==> config.mk <==
export PLATFORM = sky130hd
export DESIGN_NAME = strobe_timer
export DESIGN_NICKNAME = d
export VERILOG_FILES = /design/src/rtl/strobe_timer_pkg.sv /design/src/rtl/strobe_timer_regs.sv /design/src/rtl/strobe_timer_decode.sv /design/src/rtl/strobe_timer_seq.sv /design/src/rtl/strobe_timer.sv
export SDC_FILE = /design/constraint.sdc
export NUM_CORES = 1
export LEC_CHECK = 0
export CORE_ASPECT_RATIO = 1.2
export CORE_MARGIN = 2
export CORE_UTILIZATION = 50
export CTS_CLUSTER_DIAMETER = 80
export CTS_CLUSTER_SIZE = 30
export DETAILED_ROUTE_END_ITERATION = 10
export PLACE_DENSITY_LB_ADDON = 0.05
export SETUP_SLACK_MARGIN = 0.4
export SYNTH_ARGS = -nofsm -noshare
export SYNTH_HDL_FRONTEND = slang
export SYNTH_HIERARCHICAL = 1
export SYNTH_SLANG_ARGS = --single-unit
==> constraint.sdc <==
create_clock -name clk -period 2.5 [get_ports clk]
set_clock_uncertainty 0.15 [all_clocks]
set_input_delay 0.375 -clock clk [delete_from_list [all_inputs] [get_ports clk]]
set_output_delay 0.375 -clock clk [all_outputs]
set_load 0.005 [all_outputs]
==> src/rtl/strobe_timer_pkg.sv <==
package strobe_timer_pkg;

  typedef enum logic [1:0] {
    PH_IDLE  = 2'd0,
    PH_SETUP = 2'd1,
    PH_ACT   = 2'd2,
    PH_REC   = 2'd3
  } phase_t;

  // setup code -> (clocks - 1): 01->1, 10->2, 00->3, 11->4
  function automatic logic [3:0] setup_m1(input logic [1:0] code);
    case (code)
      2'b01:   setup_m1 = 4'd1;
      2'b10:   setup_m1 = 4'd2;
      2'b11:   setup_m1 = 4'd4;
      default: setup_m1 = 4'd3;
    endcase
  endfunction

endpackage

==> src/rtl/strobe_timer_regs.sv <==
module strobe_timer_regs #(
  parameter int DATA_W = 8,
  parameter int DEPTH  = 4,
  localparam int IDX_W = $clog2(DEPTH)
) (
  input  logic                    clk,
  input  logic                    rst,
  input  logic                    we,
  input  logic [IDX_W-1:0]        idx,
  input  logic [DATA_W-1:0]       wdata,
  output logic [DEPTH*DATA_W-1:0] all_q
);

  logic [DATA_W-1:0] mem [DEPTH];

  always_ff @(posedge clk) begin
    if (rst) begin
      for (int i = 0; i < DEPTH; i++) mem[i] <= '0;
    end else if (we) begin
      mem[idx] <= wdata;
    end
  end

  for (genvar g = 0; g < DEPTH; g++) begin : g_out
    assign all_q[g*DATA_W +: DATA_W] = mem[g];
  end

endmodule

==> src/rtl/strobe_timer_decode.sv <==
module strobe_timer_decode #(
  parameter int DATA_W = 8,
  parameter int CNT_W  = 4
) (
  input  logic [DATA_W-1:0] dt0,
  input  logic [DATA_W-1:0] dt1,
  input  logic [DATA_W-1:0] su0,
  input  logic [DATA_W-1:0] su1,
  input  logic              sel,
  output logic [CNT_W-1:0]  act_m1,
  output logic [CNT_W-1:0]  rec_m1,
  output logic [CNT_W-1:0]  set_m1
);
  import strobe_timer_pkg::*;

  logic [DATA_W-1:0] dt;
  logic [CNT_W-1:0]  act_code, rec_code;
  logic [3:0]        s0, s1;

  always_comb begin
    dt       = sel ? dt1 : dt0;
    act_code = dt[DATA_W-1 -: CNT_W];
    rec_code = dt[CNT_W-1:0];
    // active value v -> v clocks, 0 wraps to 2**CNT_W
    act_m1   = act_code - 1'b1;
    // recovery code k -> k+1 clocks, 0 wraps to 2**CNT_W
    rec_m1   = (rec_code == '0) ? {CNT_W{1'b1}} : rec_code;
    s0       = setup_m1(su0[DATA_W-1 -: 2]);
    s1       = setup_m1(su1[DATA_W-1 -: 2]);
    set_m1   = CNT_W'((s0 > s1) ? s0 : s1);
  end

endmodule

==> src/rtl/strobe_timer_seq.sv <==
module strobe_timer_seq #(
  parameter int CNT_W = 4
) (
  input  logic             clk,
  input  logic             rst,
  input  logic             go,
  input  logic [CNT_W-1:0] set_m1,
  input  logic [CNT_W-1:0] act_m1,
  input  logic [CNT_W-1:0] rec_m1,
  output logic             strobe_o,
  output logic             busy_o
);
  import strobe_timer_pkg::*;

  phase_t           phase;
  logic [CNT_W-1:0] cnt, act_l, rec_l;
  logic             last;

  assign last = (cnt == '0);

  always_ff @(posedge clk) begin
    if (rst) begin
      phase    <= PH_IDLE;
      cnt      <= '0;
      act_l    <= '0;
      rec_l    <= '0;
      strobe_o <= 1'b0;
      busy_o   <= 1'b0;
    end else begin
      case (phase)
        PH_IDLE: if (go) begin
          phase  <= PH_SETUP;
          cnt    <= set_m1;
          act_l  <= act_m1;
          rec_l  <= rec_m1;
          busy_o <= 1'b1;
        end
        PH_SETUP: if (last) begin
          phase    <= PH_ACT;
          cnt      <= act_l;
          strobe_o <= 1'b1;
        end else cnt <= cnt - 1'b1;
        PH_ACT: if (last) begin
          phase    <= PH_REC;
          cnt      <= rec_l;
          strobe_o <= 1'b0;
        end else cnt <= cnt - 1'b1;
        default: if (last) begin
          phase  <= PH_IDLE;
          busy_o <= 1'b0;
        end else cnt <= cnt - 1'b1;
      endcase
    end
  end

  // strobe only inside a busy window
  a_r3_strobe_in_busy: assert property (@(posedge clk) disable iff (rst)
    strobe_o |-> busy_o);
  // setup is at least two clocks, so strobe is low when busy rises
  a_r3_setup_first: assert property (@(posedge clk) disable iff (rst)
    $rose(busy_o) |-> !strobe_o);
  // recovery is at least two clocks
  a_r5_rec_min: assert property (@(posedge clk) disable iff (rst)
    $fell(strobe_o) |=> busy_o);
  // a go while busy never ends the cycle early
  a_r8_no_restart: assert property (@(posedge clk) disable iff (rst)
    (busy_o && go && phase != PH_REC) |=> busy_o);

endmodule

==> src/rtl/strobe_timer.sv <==
module strobe_timer #(
  parameter int DATA_W = 8,
  parameter int CNT_W  = 4,
  parameter int NREGS  = 4,
  localparam int IDX_W = $clog2(NREGS)
) (
  input  logic              clk,
  input  logic              rst,
  input  logic              cfg_we,
  input  logic [IDX_W-1:0]  cfg_idx,
  input  logic [DATA_W-1:0] cfg_wdata,
  input  logic              go,
  input  logic              unit_sel,
  output logic              dstrobe,
  output logic              busy
);

  logic [NREGS*DATA_W-1:0] regs_q;
  logic [CNT_W-1:0]        act_m1, rec_m1, set_m1;

  strobe_timer_regs #(.DATA_W(DATA_W), .DEPTH(NREGS)) u_regs (
    .clk(clk), .rst(rst), .we(cfg_we), .idx(cfg_idx),
    .wdata(cfg_wdata), .all_q(regs_q)
  );

  strobe_timer_decode #(.DATA_W(DATA_W), .CNT_W(CNT_W)) u_dec (
    .dt0(regs_q[0*DATA_W +: DATA_W]),
    .dt1(regs_q[1*DATA_W +: DATA_W]),
    .su0(regs_q[2*DATA_W +: DATA_W]),
    .su1(regs_q[3*DATA_W +: DATA_W]),
    .sel(unit_sel),
    .act_m1(act_m1), .rec_m1(rec_m1), .set_m1(set_m1)
  );

  strobe_timer_seq #(.CNT_W(CNT_W)) u_seq (
    .clk(clk), .rst(rst), .go(go),
    .set_m1(set_m1), .act_m1(act_m1), .rec_m1(rec_m1),
    .strobe_o(dstrobe), .busy_o(busy)
  );

  // accepted setup length lies between 2 and 5 clocks
  a_r6_setup_range: assert property (@(posedge clk) disable iff (rst)
    (go && !busy) |-> (set_m1 >= CNT_W'(1) && set_m1 <= CNT_W'(4)));

endmodule

==> reports/metrics.csv, run 1 <==
stage,metric,value,unit
sta,RSZ-0062 raised after global routing,true,
global_routing,vias in the first global route,1608,
floorplanning,core area,3973,um^2
sta,Final min period,2.255,ns
sta,final setup violation count,0,
floorplanning,Die H,74.73,um
global_routing,initial antenna violation count,0,
floorplanning,initial core utilization,0.5247,
job,number of max-cap violations,0,
clock_network,cts hold-fix bufs,0,
hold_path,hold crit path type,reg -> reg,
floorplanning,IO Count,17,
critical_path,Worst Path Arrival,2.32,ns
drt,WL/cell,14.69,um
layout,nets,253,
floorplanning,die area,4704,um^2
power_and_ir_drop,P_leak,0.9679,nW
clock_network,Clock Sinks,36,
layout,n_diodes,0,
critical_path,nature of the critical path endpoint,register,
drt,Vias,1587,
power_and_ir_drop,total power,2.184,mW
sta,setup tns final,0,ns
clock_network,number of buffers created by CTS,5,
placement,buffers added on ports,16,
drt,DR pass1 iterations,4,
status,status,finished clean,
power_and_ir_drop,VDD IR max,405.5,uV
sta,final hold viol count,0,
global_routing,grt met1 use,0.1996,
clock_network,H-tree Lvls,2,
global_routing,remaining global-route overflow,0,
synth,mean area per synthesized cell,10.27,um^2
drt,drt drc,0,
synth,syn nets,228,
critical_path,Reg2Reg Setup Slack,0.24,ns
layout,layout cell share with drive strength beyond 1,0.2140,
drt,drt total wl,4157,um
drt,post-route ant nets,0,
global_routing,grt met3 use,0.04634,
clock_network,Clk Tree Root Cell,clkbuf_8,
floorplanning,Die X,62.94,um
sta,period utilisation layout,0.9021,
sta,Fmax,0.4434,GHz
layout,Layout Area Growth over Synthesis,19.81,%
global_routing,global route hottest layer,met2,
clock_network,clock slew at reported path FFs,0.07,ns
placement,Final Wtd Congestion,0.7842,
critical_path,type of origin of the critical path,register,
clock_network,CTS max path bufs,2,
clock_network,TritonCTS clock tree,yes,
power_and_ir_drop,Power Density,874.6,nW/um^2
critical_path,worst path required time,2.56,ns
global_routing,largest net degree at the start of global routing,19,
critical_path,CP Max Fanout,4,
global_routing,GRT Total Usage,0.1943,
global_routing,M2 GR Usage,0.3877,
clock_network,Worst-Skew Late Latency,0.28,ns
synth,synthesized instance count,203,
layout,Final Cell Area,2497,um^2
floorplanning,row count,25,
synth,mapped cell area,2084,um^2
placement,HPWL after DPL,3013,um
drt,Vias per Instance,5.608,
layout,most frequent cells in the layout,"20 x and2_1, 20 x edfxtp_1, 16 x clkdlybuf4s50_1, 16 x dfxtp_1, 14 x buf_4",
synth,Ys Warns,6,
drt,DRT iter0 DRCs,143,
critical_path,crit path kind,reg -> reg,
placement,cell area after placement,2298,um^2
global_routing,first-pass GRT wire length,7120,um
sta,Slew Limit Fails,0,
## worst paths after layout
| check | from | endpoint | depth (start not counted) |
|---|---|---|---|
| min reg2reg | u_seq/act_l[2]$_SDFFE_PP0P_ | u_seq/act_l[2]$_SDFFE_PP0P_ | 2 |
| max reg2reg | u_regs/mem[2][6]$_SDFFCE_PN0P_ | u_seq/cnt[1]$_SDFFE_PP0P_ | 9 |
| max | u_regs/mem[2][6]$_SDFFCE_PN0P_ | u_seq/cnt[1]$_SDFFE_PP0P_ | 9 |
| min | u_seq/act_l[2]$_SDFFE_PP0P_ | u_seq/act_l[2]$_SDFFE_PP0P_ | 2 |
## per-stage QoR
stage | cells | util | setup WS, ns | hold slack [ns]
after detailed placement | 266 | 0.5786 | 0.1542 | 0.2996
final | 283 | 0.6287 | 0.2447 | 0.3075
after floorplan | 203 | - | 0.2328 | 0.2860
after global routing | 283 | 0.6287 | 0.1021 | 0.3341
after global placement | 266 | 0.5786 | 0.2383 | 0.2946
after CTS | 282 | 0.6180 | 0.1987 | 0.3104
## state kept, by name (all words and copies together) (netlist names)
register	flops
u_seq/act_l	4
u_seq/cnt	4
u_regs/mem	20
u_seq/phase	2
u_seq/rec_l	4
u_seq/busy_o	1
u_seq/strobe_o	1
## layer usage
layer  wire length, um  part of all wire
met3               198             0.048
met2              2267              0.55
met4                71             0.017
met5                 0                 0
met1              1620              0.39
## repair_timing
item | CTS | global route
resized for setup | 3 | 10
endpoints found under the setup margin | 2 | 5
pin swaps | 6 | 6
buffers inserted | 8 | 1
## area by class of cell
cell class                      instances  area, um^2
Timing Repair Buffer                   30       265.3
Inverter                               14       52.55
Sequential cell                        36       920.9
Fill cell                             368        1475
Clock buffer                            7       76.32
Tap cell                               54       67.56
Clock inverter                          1       5.005
Multi-Input combinational cell        141        1110
## power by group
group / total [mW] / leakage (nW) / internal [mW] / switching (mW)
combinational: 0.981 / 0.597 / 0.458 / 0.523
sequential: 0.809 / 0.329 / 0.733 / 0.0766
clock: 0.394 / 0.0422 / 0.195 / 0.199
total: 2.18 / 0.968 / 1.39 / 0.798
## critical path, cell delays in order (launching register included)
cell and delay [ns]:
edfxtp_1 0.46, inv_2 0.10, ha_4 0.19, nor2b_4 0.13
or3_4 0.33, o221a_1 0.22, o21ai_2 0.06, a22oi_2 0.08
o221a_2 0.29, a211oi_2 0.18
Power figures use the tool's default switching activity.
==> run 2: changes to the inputs <==
--- a/config.mk
+++ b/config.mk
@@ -13,6 +13,7 @@
 export DETAILED_ROUTE_END_ITERATION = 10
 export PLACE_DENSITY_LB_ADDON = 0.05
 export SETUP_SLACK_MARGIN = 0.4
+export SLEW_MARGIN = 20
 export SYNTH_ARGS = -nofsm -noshare
 export SYNTH_HDL_FRONTEND = slang
 export SYNTH_HIERARCHICAL = 1
==> results of run 2 <==
Same layout as run 1: the final DEF is identical, and so are final timing and power.
==> run 3: changes to the inputs <==
--- a/config.mk
+++ b/config.mk
@@ -11,7 +11,7 @@
 export CTS_CLUSTER_DIAMETER = 80
 export CTS_CLUSTER_SIZE = 30
 export DETAILED_ROUTE_END_ITERATION = 10
-export PLACE_DENSITY_LB_ADDON = 0.05
+export PLACE_DENSITY = 0.69
 export SETUP_SLACK_MARGIN = 0.4
 export SLEW_MARGIN = 20
 export SYNTH_ARGS = -nofsm -noshare
==> reports/metrics.csv, run 3 (synthesized netlist as in run 1, its figures left out) <==
stage,metric,value,unit
placement,HPWL after DPL,3003,um
layout,Biggest register,u_regs/mem,
clock_network,Worst-Skew Late Latency,0.29,ns
critical_path,Reg2Reg Setup Slack,0.27,ns
floorplanning,core area,3973,um^2
sta,final hold viol count,0,
clock_network,TritonCTS clock tree,yes,
layout,n_diodes,0,
power_and_ir_drop,Power Density,904.2,nW/um^2
clock_network,Clk Tree Root Cell,clkbuf_8,
floorplanning,initial core utilization,0.5247,
hold_path,Hold Path Depth,2,
clock_network,CTS max path bufs,2,
layout,Final Cell Area,2494,um^2
power_and_ir_drop,VDD IR max,354.3,uV
sta,Slew Limit Fails,0,
critical_path,R2R depth,9,
placement,buffers added on ports,16,
floorplanning,row count,25,
drt,Vias per Instance,5.760,
global_routing,remaining global-route overflow,0,
sta,RSZ-0062 raised after global routing,true,
critical_path,worst path required time,2.56,ns
critical_path,Worst Path Arrival,2.29,ns
global_routing,GRT Total Usage,0.1923,
hold_path,WHS Endpoint,u_seq/rec_l[1]$_SDFFE_PP0P_,
drt,drt total wl,4133,um
drt,DR pass1 iterations,4,
critical_path,nature of the critical path endpoint,register,
clock_network,clock slew at reported path FFs,0.07,ns
drt,DRT iter0 DRCs,119,
floorplanning,die area,4704,um^2
layout,layout cell share with drive strength beyond 1,0.2000,
critical_path,worst r2r dst,u_seq/cnt[1]$_SDFFE_PP0P_,
sta,Final min period,2.231,ns
clock_network,cts hold-fix bufs,0,
placement,cell area after placement,2283,um^2
global_routing,initial antenna violation count,0,
power_and_ir_drop,total power,2.255,mW
job,number of max-cap violations,0,
global_routing,vias in the first global route,1642,
drt,WL/cell,14.81,um
clock_network,number of buffers created by CTS,5,
drt,Vias,1607,
critical_path,crit path kind,reg -> reg,
global_routing,first-pass GRT wire length,7058,um
sta,Hold Slack,0.3065,ns
layout,max reg flops,20,
clock_network,Clock Sinks,36,
drt,drt drc,0,
hold_path,hold crit path type,reg -> reg,
layout,Fill cells,356,
status,status,finished clean,
sta,final setup violation count,0,
sta,Fmax,0.4482,GHz
placement,Setup WS pre-CTS,0.1015,ns
sta,setup tns final,0,ns
placement,Final Wtd Congestion,0.8546,
drt,post-route ant nets,0,
floorplanning,IO Count,17,
hold_path,Hold Startpoint,u_seq/rec_l[1]$_SDFFE_PP0P_,
sta,period utilisation layout,0.8925,
critical_path,type of origin of the critical path,register,
floorplanning,Die H,74.73,um
floorplanning,Die X,62.94,um
layout,Layout Area Growth over Synthesis,19.63,%
layout,most frequent cells in the layout,"20 x and2_1, 20 x edfxtp_1, 16 x clkdlybuf4s50_1, 16 x dfxtp_1",
critical_path,CP Max Fanout,3,
global_routing,largest net degree at the start of global routing,24,
power_and_ir_drop,P_leak,0.9611,nW
clock_network,H-tree Lvls,2,
layout,nets,249,
sta,setup ws final,0.2688,ns
critical_path,Reg-to-Reg Start,u_regs/mem[2][6]$_SDFFCE_PN0P_,
-- run 3: changes by cell type in the layout (fill, tap and decap cells not counted), sizes merged --
| cell | before | now |
|---|---|---|
| clkinvlp | 0 | 1 |
| buf | 14 | 10 |
| clkbuf | 7 | 5 |
| bufinv | 0 | 1 |
-- run 3: worst max path at each step --
stage | start | slack, ns | end | depth (start not counted)
2_1_floorplan | u_regs/mem[3][6]$_DFFE_PP_ | 0.23 | u_seq/cnt[1]$_SDFFE_PP0P_ | 9
3_3_place_gp | u_regs/mem[2][7]$_SDFFCE_PN0P_ | 0.24 | u_seq/cnt[1]$_SDFFE_PP0P_ | 9
3_5_place_dp | u_regs/mem[2][7]$_SDFFCE_PN0P_ | 0.10 | u_seq/cnt[1]$_SDFFE_PP0P_ | 9
4_1_cts | u_regs/mem[3][6]$_DFFE_PP_ | 0.21 | u_seq/cnt[1]$_SDFFE_PP0P_ | 8
6_report | u_regs/mem[2][6]$_SDFFCE_PN0P_ | 0.27 | u_seq/cnt[1]$_SDFFE_PP0P_ | 9
5_1_grt | u_regs/mem[2][6]$_SDFFCE_PN0P_ | 0.20 | u_seq/cnt[0]$_SDFFE_PP0P_ | 9
-- run 3: cell type report --
class,instances,area [um^2],area share
clock buffer,5,68.82,0.02760
clock inverter,3,42.54,0.01706
sequential,36,920.9,0.3693
inverter,14,52.55,0.02107
multi-input combinational,141,1102,0.4420
tap,54,67.56,0.02709
timing repair buffer,26,239.0,0.09584
-- run 3: where the power goes --
group / internal [mW] / switching [mW]
clock: 0.295 / 0.203
sequential: 0.732 / 0.0736
combinational: 0.432 / 0.518
-- run 3: repair_timing --
item	4_1_cts	5_1_grt
pin swaps	5	6
endpoints found under the setup margin	2	5
resized for setup	2	10
setup buffers	5	2
-- run 3: critical path, stage by stage, from the launching register on --
cell and delay (ns):
edfxtp_1 0.43, inv_2 0.10, ha_4 0.21, nor2b_4 0.12, or3_4 0.33, o221a_1 0.22
o21ai_2 0.06, a22oi_1 0.10, o221a_2 0.31, a211oi_2 0.14
-- run 3: layer usage --
metal	routed length [um]	GRT usage	part of all wire	vias to the layer above
met2	2288	0.3913	0.55	34
li1	-	-	-	783
met5	0	0	0	-
met4	87	0.07407	0.021	0
met3	149	0.04185	0.036	9
met1	1608	0.1910	0.39	781
-- run 3: stage by stage --
step           cells    util
6_report         279  0.6277
5_1_grt          279  0.6277
4_1_cts          277  0.6142
3_5_place_dp     264  0.5748
3_3_place_gp     264  0.5748
2_1_floorplan    203       -
